$ cat config.mk
export PLATFORM = sky130hd
export DESIGN_NAME = perf_mon_unit
export DESIGN_NICKNAME = d
export VERILOG_FILES = /design/src/rtl/pmu_pkg.sv /design/src/rtl/pmu_ctrl_reg.sv /design/src/rtl/pmu_en_delay.sv /design/src/rtl/pmu_counter.sv /design/src/rtl/perf_mon_unit.sv
export SDC_FILE = /design/constraint.sdc
export NUM_CORES = 1
export LEC_CHECK = 0
export BUFFER_PORTS_ARGS = -buffer_cell sky130_fd_sc_hd__buf_2
export CAP_MARGIN = 25
export CORE_MARGIN = 4
export CORE_UTILIZATION = 54
export CTS_BUF_LIST = sky130_fd_sc_hd__clkbuf_4
export CTS_CLUSTER_SIZE = 10
export DETAILED_ROUTE_END_ITERATION = 7
export PLACE_DENSITY = 0.74
export SYNTH_ARGS = -nofsm -noshare
export SYNTH_HDL_FRONTEND = slang
export SYNTH_SLANG_ARGS = --single-unit
export TNS_END_PERCENT = 30
$ cat constraint.sdc
create_clock -name clk -period 2.95 [get_ports clk]
set_input_delay 0.1475 -clock clk [delete_from_list [all_inputs] [get_ports clk]]
set_output_delay 0.1475 -clock clk [all_outputs]
set_load 0.02 [all_outputs]
$ cat src/rtl/pmu_pkg.sv
package pmu_pkg;
  localparam int DATA_W  = 32;
  localparam int NUM_CTR = 3;
  localparam int SEL_W   = 8;

  localparam int B_EN    = 0;
  localparam int B_EVRST = 1;
  localparam int B_CYRST = 2;
  localparam int B_DIV   = 3;
  localparam int B_IE    = 4;
  localparam int B_FLAG  = 8;
  localparam int B_EXP   = 11;
  localparam int B_SEL1  = 12;
  localparam int B_SEL0  = 20;

  typedef enum logic [1:0] {
    SEL_CTRL = 2'd0,
    SEL_CYC  = 2'd1,
    SEL_EVA  = 2'd2,
    SEL_EVB  = 2'd3
  } reg_sel_e;

  typedef struct packed {
    logic [SEL_W-1:0]   sel0;
    logic [SEL_W-1:0]   sel1;
    logic               exp_en;
    logic [NUM_CTR-1:0] ie;
    logic               div;
    logic               en;
  } ctrl_t;
endpackage

$ cat src/rtl/pmu_ctrl_reg.sv
module pmu_ctrl_reg
  import pmu_pkg::*;
(
  input  logic               clk,
  input  logic               rst_n,
  input  logic               wr_en,
  input  logic [DATA_W-1:0]  wdata,
  output ctrl_t              ctrl_q,
  output logic               cyc_zero,
  output logic               evt_zero,
  output logic [NUM_CTR-1:0] flag_clr
);
  ctrl_t ctrl_d;
  logic  unused_bits;

  always_comb begin
    ctrl_d        = ctrl_q;
    ctrl_d.en     = wdata[B_EN];
    ctrl_d.div    = wdata[B_DIV];
    ctrl_d.ie     = wdata[B_IE +: NUM_CTR];
    ctrl_d.exp_en = wdata[B_EXP];
    ctrl_d.sel1   = wdata[B_SEL1 +: SEL_W];
    ctrl_d.sel0   = wdata[B_SEL0 +: SEL_W];
  end

  assign cyc_zero    = wr_en & wdata[B_CYRST];
  assign evt_zero    = wr_en & wdata[B_EVRST];
  // flags only clear while the stored enable is already set
  assign flag_clr    = (wr_en & ctrl_q.en) ? wdata[B_FLAG +: NUM_CTR] : '0;
  assign unused_bits = ^{wdata[DATA_W-1:B_SEL0+SEL_W], wdata[B_IE+NUM_CTR]};

  always_ff @(posedge clk or negedge rst_n) begin
    if (!rst_n)     ctrl_q <= '0;
    else if (wr_en) ctrl_q <= ctrl_d;
  end
endmodule

$ cat src/rtl/pmu_en_delay.sv
module pmu_en_delay #(
  parameter int STAGES = 2
) (
  input  logic clk,
  input  logic rst_n,
  input  logic d,
  output logic q
);
  generate
    if (STAGES == 0) begin : g_none
      assign q = d;
    end else begin : g_pipe
      logic [STAGES-1:0] sh_q, sh_d;
      always_comb begin
        sh_d[0] = d;
        for (int i = 1; i < STAGES; i++) sh_d[i] = sh_q[i-1];
      end
      always_ff @(posedge clk or negedge rst_n) begin
        if (!rst_n) sh_q <= '0;
        else        sh_q <= sh_d;
      end
      assign q = sh_q[STAGES-1];
    end
  endgenerate
endmodule

$ cat src/rtl/pmu_counter.sv
module pmu_counter #(
  parameter int W = 32
) (
  input  logic         clk,
  input  logic         rst_n,
  input  logic         inc,
  input  logic         load,
  input  logic [W-1:0] load_val,
  input  logic         zero,
  input  logic         flag_clr,
  output logic [W-1:0] cnt_q,
  output logic         flag_q
);
  logic [W-1:0] cnt_d;
  logic         flag_d;
  logic         upd;

  always_comb begin
    cnt_d  = cnt_q;
    flag_d = flag_q & ~flag_clr;
    if (load)      cnt_d = load_val;
    else if (zero) cnt_d = '0;
    else if (inc) begin
      cnt_d = cnt_q + W'(1);
      if (&cnt_q) flag_d = 1'b1;
    end
  end

  assign upd = load | zero | inc | flag_clr;

  always_ff @(posedge clk or negedge rst_n) begin
    if (!rst_n) begin
      cnt_q  <= '0;
      flag_q <= 1'b0;
    end else if (upd) begin
      cnt_q  <= cnt_d;
      flag_q <= flag_d;
    end
  end
endmodule

$ cat src/rtl/perf_mon_unit.sv
module perf_mon_unit
  import pmu_pkg::*;
#(
  parameter int NUM_EVT = 16,
  parameter int EN_LAT  = 3,
  parameter int PRE_DIV = 64
) (
  input  logic               clk,
  input  logic               rst_n,
  input  logic               acc_valid,
  input  logic               acc_write,
  input  logic [1:0]         acc_sel,
  input  logic [DATA_W-1:0]  acc_wdata,
  input  logic               acc_priv,
  input  logic               user_ok,
  output logic               rsp_valid,
  output logic [DATA_W-1:0]  rsp_rdata,
  output logic               rsp_undef,
  input  logic [NUM_EVT-1:0] evt_in,
  input  logic               dbg_state,
  input  logic               dbg_permit,
  output logic [NUM_EVT-1:0] evt_bus,
  output logic               irq
);
  localparam int PRE_W = $clog2(PRE_DIV);
  localparam logic [PRE_W-1:0] PRE_MAX = PRE_W'(PRE_DIV - 1);
  localparam int DLY = (EN_LAT > 0) ? EN_LAT - 1 : 0;

  ctrl_t              ctrl_q;
  logic               glob_en, dly_en, count_on, evt_ok;
  logic               acc_ok, do_wr, cyc_zero, evt_zero;
  logic [NUM_CTR-1:0] flag_clr, flag_q, ctr_inc, ctr_load, ctr_zero;
  logic [DATA_W-1:0]  cnt_q [NUM_CTR];
  logic [PRE_W-1:0]   pre_q, pre_d;
  logic               tick, hit0, hit1;
  logic [DATA_W-1:0]  ctrl_rd, rd_val;
  logic               rsp_valid_d, rsp_undef_d;
  logic [DATA_W-1:0]  rsp_rdata_d;

  assign acc_ok = acc_priv | user_ok;
  assign do_wr  = acc_valid & acc_write & acc_ok;

  pmu_ctrl_reg u_ctrl (
    .clk(clk), .rst_n(rst_n), .wr_en(do_wr && acc_sel == SEL_CTRL),
    .wdata(acc_wdata), .ctrl_q(ctrl_q), .cyc_zero(cyc_zero),
    .evt_zero(evt_zero), .flag_clr(flag_clr)
  );

  assign glob_en = ctrl_q.en;

  pmu_en_delay #(.STAGES(DLY)) u_dly (
    .clk(clk), .rst_n(rst_n), .d(glob_en), .q(dly_en)
  );

  assign count_on = glob_en & dly_en;
  assign evt_ok   = ~dbg_state & dbg_permit;

  // cycle prescaler
  always_comb begin
    pre_d = pre_q;
    if (cyc_zero)                 pre_d = '0;
    else if (count_on & ctrl_q.div) pre_d = pre_q + PRE_W'(1);
  end
  always_ff @(posedge clk or negedge rst_n) begin
    if (!rst_n) pre_q <= '0;
    else        pre_q <= pre_d;
  end
  assign tick = ~ctrl_q.div | (pre_q == PRE_MAX);

  // event selection, out-of-range index selects nothing
  always_comb begin
    hit0 = 1'b0;
    hit1 = 1'b0;
    for (int k = 0; k < NUM_EVT; k++) begin
      if (ctrl_q.sel0 == SEL_W'(k)) hit0 = evt_in[k];
      if (ctrl_q.sel1 == SEL_W'(k)) hit1 = evt_in[k];
    end
  end

  assign ctr_inc  = {count_on & evt_ok & hit1, count_on & evt_ok & hit0, count_on & tick};
  assign ctr_zero = {evt_zero, evt_zero, cyc_zero};

  generate
    for (genvar i = 0; i < NUM_CTR; i++) begin : g_ctr
      assign ctr_load[i] = do_wr && (acc_sel == 2'(i + 1));
      pmu_counter #(.W(DATA_W)) u_cnt (
        .clk(clk), .rst_n(rst_n), .inc(ctr_inc[i]), .load(ctr_load[i]),
        .load_val(acc_wdata), .zero(ctr_zero[i]), .flag_clr(flag_clr[i]),
        .cnt_q(cnt_q[i]), .flag_q(flag_q[i])
      );
    end
  endgenerate

  assign irq     = |(flag_q & ctrl_q.ie);
  assign evt_bus = (ctrl_q.exp_en & ~dbg_state) ? evt_in : '0;

  always_comb begin
    ctrl_rd                     = '0;
    ctrl_rd[B_EN]               = ctrl_q.en;
    ctrl_rd[B_DIV]              = ctrl_q.div;
    ctrl_rd[B_IE +: NUM_CTR]    = ctrl_q.ie;
    ctrl_rd[B_FLAG +: NUM_CTR]  = flag_q;
    ctrl_rd[B_EXP]              = ctrl_q.exp_en;
    ctrl_rd[B_SEL1 +: SEL_W]    = ctrl_q.sel1;
    ctrl_rd[B_SEL0 +: SEL_W]    = ctrl_q.sel0;
  end

  always_comb begin
    if (acc_sel == SEL_CTRL) rd_val = ctrl_rd;
    else                     rd_val = cnt_q[acc_sel - 2'd1];
  end

  always_comb begin
    rsp_valid_d = acc_valid;
    rsp_undef_d = acc_valid & ~acc_ok;
    rsp_rdata_d = (acc_valid & acc_ok & ~acc_write) ? rd_val : '0;
  end

  always_ff @(posedge clk or negedge rst_n) begin
    if (!rst_n) begin
      rsp_valid <= 1'b0;
      rsp_undef <= 1'b0;
      rsp_rdata <= '0;
    end else begin
      rsp_valid <= rsp_valid_d;
      rsp_undef <= rsp_undef_d;
      rsp_rdata <= rsp_rdata_d;
    end
  end
endmodule

# Word level (Yosys, flattened, before mapping)
# Index checks and enable logic that the tools add are counted.
# word_totals
latchBits	0
in_bits	58
mem_bits_rw	0
memories	0
reg_bits	163
mem_bits_ro	0
output_inout_bits	51
word_cells	176
# op_classes
eq_ne	34
add_sub_neg	5
bitwise	39
magnitude_cmp	1
div	0
muxes	62
shift	0
multipliers	0
reduce_logical	18
# op_table
operator	n
two-way mux 32 bit	13
== test 8 x 4 -> 1 bit (second input constant)	16
adder 32 x 1 -> 32 bit (second input constant)	3
AND reduction 32 bit	3
binary-select mux 32 bit (select 2 bit)	1
== test 8 x 3 -> 1 bit (second input constant)	8
two-way mux 1 bit	44
== test 8 x 2 -> 1 bit (second input constant)	4
AND 1 bit	19
== test 8 x 1 -> 1 bit (second input constant)	2
logical NOT 8 bit	2
two-way mux 16 bit	1
two-way mux 6 bit	2
OR 1 bit	11
nonzero test 3 bit	3
inverter 1 bit	7
adder 6 x 1 -> 6 bit (second input constant)	1
== test 6 bit (second input constant)	1
AND reduction 2 bit	3
== test 2 bit (second input constant)	2
logical AND 1 bit	4
AND 3 bit	1
>= comparator 3 bit (second input constant)	1
two-way mux 3 bit	1
other kinds (6)	6

# Longest topological paths before layout
# Gate-level depths: netlist (run 1).
# depth
depth_word	21
mapped_depth	13

# By module
# Synthesis (run 1) repeated with hierarchy kept, for this count alone.
# hier_totals
hier_cells	1160
area_unflattened_um2	10562.6
# modules_own_cells
module	seq_area_each_um2	cells_each	area_per_inst_um2	instances
pmu_counter	825.8	260	2242.2	3
perf_mon_unit	1001.0	326	2857.7	1
pmu_ctrl_reg	550.5	52	928.4	1
pmu_en_delay	50.0	2	50.0	1

# Worst setup path before layout (run 1)
# Ideal clock, no wire load.
# synth_path
path_type	input -> register
startpoint	input port acc_sel[0]
endpoint	register g_ctr[0].u_cnt.cnt_q[25]
setup_slack_ns	0.521
setup_ns	0.119
arrival_time_ns	2.310
t_required_ns	2.831
stages	13
path_cell_list	inv_1 > clkbuf_1 > ha_1 > clkbuf_1 > o2111a_1 > buf_2 > and2_1 > clkbuf_1 > or2_2 > clkbuf_1 > a41oi_1 > a21oi_1 > nor2_1
# synth_via
elab_chain_len	7
# synth_lines
element	line	text
start: declaration	perf_mon_unit.sv:12	input logic [1:0] acc_sel,
logical NOT 2 bit	perf_mon_unit.sv:44	.clk(clk), .rst_n(rst_n), .wr_en(do_wr && acc_sel == SEL_CTRL),
logical AND 1 bit	perf_mon_unit.sv:44	
AND 1 bit	pmu_ctrl_reg.sv:26	assign cyc_zero = wr_en & wdata[B_CYRST];
OR 1 bit (3 in a row)	pmu_counter.sv:29	assign upd = load | zero | inc | flag_clr;
AND reduction 2 bit (no source line)	n/a	
end signal: assignment	pmu_counter.sv:36	cnt_q <= cnt_d;
end: declaration	pmu_counter.sv:11	output logic [W-1:0] cnt_q,
# Several ways; a longest one is shown, not always the timed one.
# A chain may end at the register's enable or synchronous reset.

# Final worst setup path (run 1)
# layout_path
startpoint	register, netlist name u_ctrl.ctrl_q[12]
endpoint	register g_ctr[2].u_cnt.cnt_q[30]
# layout_via
elab_chain_len	21
# layout_lines
element	line	text
logical NOT 8 bit	perf_mon_unit.sv:76	if (ctrl_q.sel1 == SEL_W'(k)) hit1 = evt_in[k];
two-way mux 1 bit (15 in a row)	perf_mon_unit.sv:76	
two-way mux 1 bit (*)	perf_mon_unit.sv:76	
AND 1 bit (*)	perf_mon_unit.sv:80	assign ctr_inc = {count_on & evt_ok & hit1, count_on & evt_ok & hit0, count_on & tick};
OR 1 bit (2 in a row)	pmu_counter.sv:29	
AND reduction 2 bit (no source line) (*)	n/a	
end signal: assignment	pmu_counter.sv:36	
end: declaration	pmu_counter.sv:11	
# Every way passes the cells marked *; elsewhere a longest branch is shown, timed or not.

==> results by stage, run 1 <==
Critical path:
- STA classifies the critical path startpoint as a register.
- The top fanout value on the critical path is 20.
- STA puts the critical path data arrival time at slightly above 3 ns.
- The nature of the critical path endpoint is a register.
- The data required time of the critical path is around 3.4 ns.
- The worst setup path is of the register to register kind.
- The flop-to-flop setup slack is about 0.34 ns.

Yosys:
- Yosys printed 0 warnings.
- The number of flops mapped to enable cells by yosys is 0.
- The number of instances in the synthesized netlist is 1178.
- The number of nets in the synthesized netlist is 1244.
- Of the post-synthesis cell area, the dominant cell type holds 41.8%.
- The part of the Yosys area used for sequential elements is 41.8%.
- Ranked by total cell area, the synthesized netlist is headed by sky130_fd_sc_hd__dfrtp_1 (42%), sky130_fd_sc_hd__nand2_1 (7.7%), sky130_fd_sc_hd__a21oi_1 (7.5%).
- The netlist area before placement is 9770 µm².
- The synthesized design spends more area on one cell type than any other, namely sky130_fd_sc_hd__dfrtp_1.
- The synthesized area per cell is around 8.3 µm².
- Synthesis instantiated approximately 70 different standard cells from the library.
- In the synthesized netlist the async set-or-reset flop fraction comes to 100%.
- The flip-flop and latch count after synthesis is between 150 and 200.
- For this run, the leading register cell type out of synthesis is sky130_fd_sc_hd__dfrtp_1.

Global route:
- The global route total overflow is 0.
- The number of antenna violations at the first check in global routing was 2.
- The number of global-route vias before repair is about 9k.
- Entering global routing, the biggest net connects 70 pins.
- Global routing used a little under a third of the available tracks across all layers.
- The wire length of the first global-routing pass is approximately 50 mm.

Placement:
- The final weighted congestion in routability-driven placement is 0.985.
- The worst slack after detailed placement is between 0.3 and 0.4 ns.
- Detailed placement finished with a half-perimeter wire length of between 20 and 25 mm.
- Input and output buffers added on the ports amount to around 110.

Timing:
- The final critical-path share of the clock period is 88.6%.
- The final-report max-slew violation count is 0.
- For the pin with the worst max-slew slack, the measured transition is slightly above 0.7 ns.
- The number of setup violations in the final report is 0.
- The worst clock skew on the final layout is 0.0198 ns.
- The post-route minimum period is 2.61 ns.
- The worst setup slack after layout is around 0.34 ns.
- For this run, the top clock speed supported by timing is around 380 MHz.
- Adding up every negative setup slack in the final design gives 0 ns.
- The worst-case headroom to the max-slew limit is 52.7%.
- The number of hold violations in the final report is 0.
- Setup repair after global routing left no endpoint under its margin.

CTS:
- The maximum root-to-sink buffer count is 2.
- The cell at the root of the clock tree is sky130_fd_sc_hd__clkbuf_4.
- Once the clock tree was built, the resizer swapped 0 gates to a different size.
- TritonCTS built the clock tree.
- The total setup buffers inserted after CTS is 0.
- The latest clock arrival within the worst-skew pair is roughly 0.58 ns.
- After clock tree synthesis, the clock-pin slew on the worst setup and hold paths is 0.14 ns.
- For this design, the sink count on the clock tree is roughly 160.
- The clock buffer count from CTS is 17.
- The H-tree depth reported by CTS is 4.
- Buffers inserted to repair hold after CTS numbered 36.

Run status:
- The run finished with clean final reports.

Routing:
- The routed layout has around 9.7k vias.
- For this run, design rule violations remaining after detail routing come to 0.
- The post-route antenna net violation count is 0.
- Summed over all layers, the routed wires come to roughly 32 mm.
- The first-pass iteration count of the detailed router is 7.
- The wire length per cell is around 21 µm.
- For this block, the initial DRC count from the detailed router was between 1k and 1.5k.
- In the routed layout, each cell is associated on average with a via count of between 6 and 7.

Die:
- The die is around 140 µm wide.
- For this design the top-level I/O count stands at 109.
- In this run the vertical extent of the chip is about 140 µm.
- In this run the core area contains 48 standard-cell rows.
- The floorplan step defined a die boundary enclosing between 20000 and 25000 µm².
- The core outline area is around 18000 µm².
- Once the floorplan was initialized, standard cells occupied a little under three fifths of the core.

Flow run:
- The number of violations of the max-capacitance limit is 0.

Power:
- VDD sags by at most around 0.24 mV.
- The analysis attributes to cell leakage a power of 5.04 nW.
- The areal power density over the cells is roughly 470 nW/µm².

Min path:
- The worst hold path belongs to the class input pin to register.

Layout:
- The final layout contains 1370 nets.
- The area growth from synthesis to layout is 14.0%.
- In the final layout, the share of cells above drive strength 1 is between 10% and 20%.
## logic make-up after synthesis
logic type,count (synthesis),synth area share (%)
fa+ha+maj,8,1.02
xor+xnor,35,3.14
simple gates,520,24.6
flops,163,41.8
buf+inv,84,3.71
mux,44,5.30
compound gates,324,20.5
## per-layer routing
metal	track usage (%)	vias up	routed length, µm
li1	-	4446	-
met1	45.1	4645	12800
met2	47.1	568	14300
met3	7.46	74	3780
met4	8.20	0	760
met5	0	-	0
## cells in the mapped netlist (11+ instances only)
| master | n |
|---|---|
| sky130_fd_sc_hd__a21oi_1 | 146 |
| sky130_fd_sc_hd__and2_1 | 22 |
| sky130_fd_sc_hd__and3_1 | 28 |
| sky130_fd_sc_hd__clkbuf_1 | 50 |
| sky130_fd_sc_hd__dfrtp_1 | 163 |
| sky130_fd_sc_hd__inv_1 | 15 |
| sky130_fd_sc_hd__mux2i_1 | 36 |
| sky130_fd_sc_hd__nand2_1 | 200 |
| sky130_fd_sc_hd__nand2b_1 | 12 |
| sky130_fd_sc_hd__nand3_1 | 43 |
| sky130_fd_sc_hd__nand4_1 | 24 |
| sky130_fd_sc_hd__nor2_1 | 140 |
| sky130_fd_sc_hd__nor3_1 | 13 |
| sky130_fd_sc_hd__o21ai_0 | 63 |
| sky130_fd_sc_hd__o31ai_1 | 16 |
| sky130_fd_sc_hd__xnor2_1 | 11 |
| sky130_fd_sc_hd__xor2_1 | 24 |
## final timing paths
path | from | cells past startpoint | end
worst max-delay path | u_ctrl.ctrl_q[12] | 7 | g_ctr[2].u_cnt.cnt_q[30]
worst max register to register | u_ctrl.ctrl_q[12] | 7 | g_ctr[2].u_cnt.cnt_q[30]
worst min-delay path | acc_write | 4 | u_ctrl.ctrl_q[1]
worst min register to register | u_dly.g_pipe.sh_q[0] | 0 | u_dly.g_pipe.sh_q[1]
max in group asynchronous | rst_n | 3 | g_ctr[2].u_cnt.cnt_q[30]
min in group asynchronous | rst_n | 2 | u_ctrl.ctrl_q[4]
## metrics by stage
step	hold slack [ns]	utilization (%)	cell area [µm²]	std cells	total power, mW
4_1_cts	0.00731	63.5	11100	1539	5.22
6_report	0.0223	63.5	11100	1541	5.24
3_3_place_gp	0.166	60.2	10500	1474	3.97
3_5_place_dp	0.167	60.2	10500	1474	4.01
2_1_floorplan	-0.148	-	9770	1178	3.55
5_1_grt	0.0285	63.5	11100	1541	5.50
## cells in the final DEF, fill, tap and decap left out, drive strengths merged, types with 7 or more instances in the layout
cell type / netlist / final
a211oi: 10 / 10
mux2i: 36 / 36
clkbuf: 50 / 18
nor3: 14 / 14
xnor2: 11 / 11
and3: 29 / 29
nand3: 44 / 44
nand2b: 12 / 12
a41oi: 7 / 7
nand4: 24 / 24
ha: 8 / 8
o21ai: 68 / 68
dfrtp: 163 / 163
buf: 19 / 140
a21oi: 151 / 151
a31oi: 8 / 8
and2: 27 / 27
nor2: 140 / 140
o31ai: 16 / 16
xor2: 24 / 24
nand2: 200 / 200
inv: 15 / 15
a22o: 10 / 10
dlygate4sd3: 0 / 36
## flip-flops by register name, summed over array words and instances, names as in the netlist
register / cells
g_ctr.u_cnt.cnt_q: 96
rsp_rdata: 32
u_ctrl.ctrl_q: 22
pre_q: 6
g_ctr.u_cnt.flag_q: 3
u_dly.g_pipe.sh_q: 2
rsp_undef: 1
rsp_valid: 1
## power by group
part | leakage (nW) | switching (mW) | internal, mW
registers | 2.18 | 0.380 | 2.51
clock network | 0.119 | 0.802 | 0.403
logic | 2.75 | 0.663 | 0.486
## final cells by class
type,count,area [µm²]
Timing Repair Buffer,176,1160
Sequential cell,163,4080
Clock buffer,18,135
Inverter,15,56.3
Antenna cell,2,5.00
Fill cell,1543,6390
Multi-Input combinational cell,931,5330
Clock inverter,11,92.6
Tap cell,225,282
## critical path, stage by stage, from the launching register on
cell and delay (ns):
sky130_fd_sc_hd__dfrtp_1 0.43, sky130_fd_sc_hd__or4_4 0.55, sky130_fd_sc_hd__a211oi_1 0.26, sky130_fd_sc_hd__o211a_2 0.37, sky130_fd_sc_hd__nor2_1 0.07, sky130_fd_sc_hd__buf_4 0.23
sky130_fd_sc_hd__a2111oi_0 0.47, sky130_fd_sc_hd__nor3_1 0.11
Power figures use the tool's default switching activity.
==> inputs of run 2 (changes only) <==
--- a/config.mk
+++ b/config.mk
@@ -5,6 +5,7 @@
 export SDC_FILE = /design/constraint.sdc
 export NUM_CORES = 1
 export LEC_CHECK = 0
+export ABC_AREA = 1
 export BUFFER_PORTS_ARGS = -buffer_cell sky130_fd_sc_hd__buf_2
 export CAP_MARGIN = 25
 export CORE_MARGIN = 4
==> constraint.sdc (replaced) <==
create_clock -name clk -period 2.95 [get_ports clk]
set_input_delay 0.1475 -clock clk [delete_from_list [all_inputs] [get_ports clk]]
set_output_delay 0.1475 -clock clk [all_outputs]
set_load 0.005 [all_outputs]
==> run 2 against run 1 <==
Effect of this change:
- the flow now finishes with violations (DRC)
- worst hold slack improved by 0.013 ns
- combinational power rose by 110%
- sequential share of layout area down 3.8 points
- global-route usage up 6.5 points
- die area rose by 12%
- clock power is 27% higher
- via count increased by 23%
- routed wire length up 33%
- cell count grew 29%
- first-iteration DRC count fell by 2.5%
- critical path depth increased by 8
- critical path type is now input pin to register
- largest cell class unchanged
==> results by stage, run 2 <==
Timing:
- The final sum of negative setup slack is 0 ns (unchanged).
- The maximum operating frequency is 357 MHz (-6.6%).
- The worst-case headroom to the max-slew limit is 53.8% (+1.2 points).
- The number of hold violations in the final report is 0 (unchanged).
- The worst clock skew on the final layout is 0.0242 ns (+0.00437 ns).
- The worst setup slack after layout came to 0.152 ns (-0.185 ns).
- The final-report max-slew violation count is 0 (unchanged).
- The number of setup violations in the final report is 0 (unchanged).
- The post-route minimum period came to 2.80 ns (+0.185 ns).
- The transition time at the pin with the least slew margin is 0.692 ns (-0.0160 ns).
- Setup repair after global routing left no endpoint under its margin.
- The final critical-path share of the clock period is 94.9% (+6.3 points).

Layout:
- The largest registers in the layout are g_ctr.u_cnt.cnt_q: 96 flops, rsp_rdata: 32 flops, u_ctrl.ctrl_q: 22 flops.
- Leaving out fill and tap cells, the most frequent cells in the layout are sky130_fd_sc_hd__nand2_1 (375), sky130_fd_sc_hd__inv_1 (179), sky130_fd_sc_hd__dfrtp_1 (163).
- The register with the most flip-flops is g_ctr.u_cnt.cnt_q.
- The library cell used most frequently in the layout, excluding fill and tap cells, is sky130_fd_sc_hd__nand2_1.
- The number of flip-flops in the largest register is 96 (unchanged).
- The register area is 4080 µm² (unchanged).
- The area added between synthesis and finish is 13.0%.
- The fraction of layout cells with a size suffix above 1 is 13.9% (-1.6 points).
- The area of the multi-input gates came to 5870 µm² (+10%).
- The total of fill cells in the finished design came to 1860 (+21%).
- The layout net count is 1774 (+29%).
- The filler-free cell count of the finished design was 1988 (+29%).

Routing:
- The post-route antenna net violation count was 0 (unchanged).
- The first-pass iteration count of the detailed router came to 8 (+1).
- The number of DRC markers after the initial detailed-route iteration is 1382 (-2.5%).
- The DRC violation count after routing came to 3 (+3).
- The detailed-route vias per instance is 6.03 (-4.6%).
- The total detailed-routing wirelength is 42.1 mm (+33%).
- The wire length per cell was 21.2 µm (+3.0%).
- The total number of vias is 12.0k (+23%).

Critical path:
- The data required time of the critical path came to 3.48 ns (+0.09 ns).
- The worst register-to-register path ends at g_ctr[1].u_cnt.flag_q.
- The nature of the critical path endpoint is a register.
- The most critical setup path has its startpoint at acc_priv.
- The worst register-to-register path begins at g_ctr[1].u_cnt.cnt_q[0].
- The critical path arrival is 3.33 ns (+0.27 ns).
- The kind of critical path is input pin to register.
- The kind of launch point of the worst setup path is an input pin.
- The cell count of the worst reg-to-reg path is 9 (+2).
- The top fanout value on the critical path was 23 (+15%).
- The flop-to-flop setup slack is 0.47 ns (+0.13 ns).
- The critical path ends at g_ctr[2].u_cnt.flag_q.

Die:
- The core outline area is 19800 µm² (+13%).
- The die height came to 151 µm (+5.9%).
- The top-level I/O count is 109 (unchanged).
- The x dimension of the die is 151 µm (+5.9%).
- The starting density of the core was 55.7% (about the same).
- The total number of placement rows came to 51 (+6.3%).
- The floorplan die area came to 22800 µm² (+12%).

Yosys:
- The total nets after synthesis came to 1662 (+34%).
- The share of flip-flops with an asynchronous set or reset after synthesis is 100% (unchanged).
- The netlist area before placement is 11000 µm² (+13%).
- The part of the Yosys area used for sequential elements is 37.0% (-4.7 points).
- By instance count, the leading cell after synthesis is sky130_fd_sc_hd__nand2_1.
- The flip-flop and latch count after synthesis was 163 (unchanged).
- The post-synthesis cell type count was 49 (-32%).
- By area the synthesized netlist is led by sky130_fd_sc_hd__dfrtp_1 (37%), sky130_fd_sc_hd__nand2_1 (13%), sky130_fd_sc_hd__nand3_1 (6.4%).
- Among all flip-flop cells after synthesis, the most frequent one is sky130_fd_sc_hd__dfrtp_1.
- The share of the synthesized area in the top cell type came to 37.0% (-4.7 points).
- The number of instances in the synthesized netlist is 1596 (+35%).
- In the synthesized netlist, the cells that appear most often are sky130_fd_sc_hd__nand2_1 (376), sky130_fd_sc_hd__inv_1 (179), sky130_fd_sc_hd__dfrtp_1 (163).
- The synthesized area per cell came to 6.91 µm² (-17%).
- The number of warning messages in the yosys log came to 0 (unchanged).
- sky130_fd_sc_hd__dfrtp_1 takes more of the synthesized area than any other cell.
- The number of flops mapped to enable cells by yosys is 0 (unchanged).

CTS:
- The maximum root-to-sink buffer count was 2 (unchanged).
- TritonCTS built the clock tree.
- The total setup buffers inserted after CTS is 0 (unchanged).
- The latest clock arrival within the worst-skew pair is 0.61 ns (+0.03 ns).
- The clock buffer count from CTS was 17 (unchanged).
- The H-tree depth reported by CTS came to 4 (unchanged).
- The post-CTS clock slew at the launch and capture registers of the worst setup and hold paths is 0.14 ns (about the same).
- The cell at the root of the clock tree is sky130_fd_sc_hd__clkbuf_4.
- The number of sinks driven by the clock tree is 163 (unchanged).

Global route:
- The number of antenna violations at the first check in global routing came to 3 (+1).
- The number of global-route vias before repair is 11.0k (+21%).
- The global route total overflow is 0 (unchanged).
- The maximum number of pins on one net before global-route repair is 74 (+5.7%).
- The wire length of the first global-routing pass was 64.6 mm (+30%).
- The overall fraction of global-route tracks in use is 37.6% (+6.5 points).

Run status:
- The flow ran to the end, but the final reports show violations.
- The checks that failed: DRC.

Placement:
- The quantity of I/O buffers inserted on ports is 108 (unchanged).
- The final weighted congestion in routability-driven placement is 1.02 (+3.1%).
- The HPWL after detailed placement was 31.4 mm (+35%).
- The worst slack after detailed placement is 0.425 ns (+0.0289 ns).
- The count of placed standard cells including taps is 1920 (+30%).

Power:
- The peak supply drop is 0.434 mV (+79%).
- The areal power density over the cells is 599 nW/µm² (+27%).
- The leakage power is 6.34 nW (+26%).

Min path:
- The number of stages on the worst hold path is 3 (-1).
- The worst hold path class is input pin to register.
- The source of the worst hold timing path is acc_wdata[0].

Flow run:
- The number of violations of the max-capacitance limit was 0 (unchanged).
==> run 2: report_power, final <==
group	leakage, nW	switching, mW	internal, mW	total [mW]
clock network	0.176	0.912	0.628	1.54
logic	4.06	1.51	0.895	2.41
registers	2.10	0.818	2.69	3.51
total	6.34	3.24	4.22	7.46
==> run 2: what timing repair did <==
action	4_1_cts	5_1_grt
endpoints found under the setup margin	0	90
gates resized for setup	0	7
hold buffers	33	0
hold endpoints to repair	128	0
==> run 2: area by class of cell <==
class                   instances  area share, %
inverters                     201           6.09
clock buffers                  18           1.09
multi-input cells            1160           47.2
clock inverters                14           1.52
repair buffers                165           8.68
well taps                     265           2.66
diodes                          2         0.0402
flip-flops and latches        163           32.8
==> run 2: worst min path at each step <==
| stage | slack (ns) | end |
|---|---|---|
| 2_1_floorplan | -0.15 | g_ctr[0].u_cnt.cnt_q[0] |
| 3_3_place_gp | 0.20 | u_ctrl.ctrl_q[6] |
| 3_5_place_dp | 0.22 | u_ctrl.ctrl_q[6] |
| 4_1_cts | 0.02 | u_ctrl.ctrl_q[0] |
| 5_1_grt | 0.03 | u_ctrl.ctrl_q[0] |
| 6_report | 0.04 | u_ctrl.ctrl_q[0] |
==> run 2: cell families (layout without fill, tap and decap cells) <==
logic type	count (synthesis)	after routing	share of synthesized area, %
compound gates	340	340	17.4
other cells	0	2	0
xor+xnor	25	25	1.99
flops	163	163	37.0
buf+inv	273	398	9.93
fa+ha+maj	8	8	0.908
simple gates	787	787	32.7
==> run 2: through the flow <==
step	cell area [µm²]	hold WS (ns)	util [%]	total power, mW
after detailed placement	11800	0.216	59.4	5.82
after global routing	12400	0.0341	62.9	7.91
after floorplan	11000	-0.148	-	4.90
after global placement	11800	0.205	59.4	5.78
final	12500	0.0351	62.9	7.46
after CTS	12400	0.0216	62.7	7.38
==> run 2: critical path, stage by stage <==
cell and delay [ns]:
sky130_fd_sc_hd__dlygate4sd3_1 0.53, sky130_fd_sc_hd__buf_2 0.12, sky130_fd_sc_hd__nor2_1 0.17, sky130_fd_sc_hd__dlygate4sd3_1 0.62, sky130_fd_sc_hd__inv_2 0.05, sky130_fd_sc_hd__nand3_2 0.12
sky130_fd_sc_hd__nor2_4 0.06, sky130_fd_sc_hd__nand2_4 0.15, sky130_fd_sc_hd__nand2_2 0.28, sky130_fd_sc_hd__inv_1 0.15, sky130_fd_sc_hd__buf_4 0.29, sky130_fd_sc_hd__nand2_1 0.08
sky130_fd_sc_hd__nor2_1 0.26, sky130_fd_sc_hd__nand3_1 0.13, sky130_fd_sc_hd__o21bai_1 0.14
==> run 2: per-layer routing <==
metal  up-vias  global-route usage [%]  part of all wire [%]
met5         -                       0                 0.064
met4         4                    17.7                   5.1
met3       113                    8.53                    11
met2       704                    56.3                    44
met1      5603                    51.9                    40
li1       5560                       -                     -
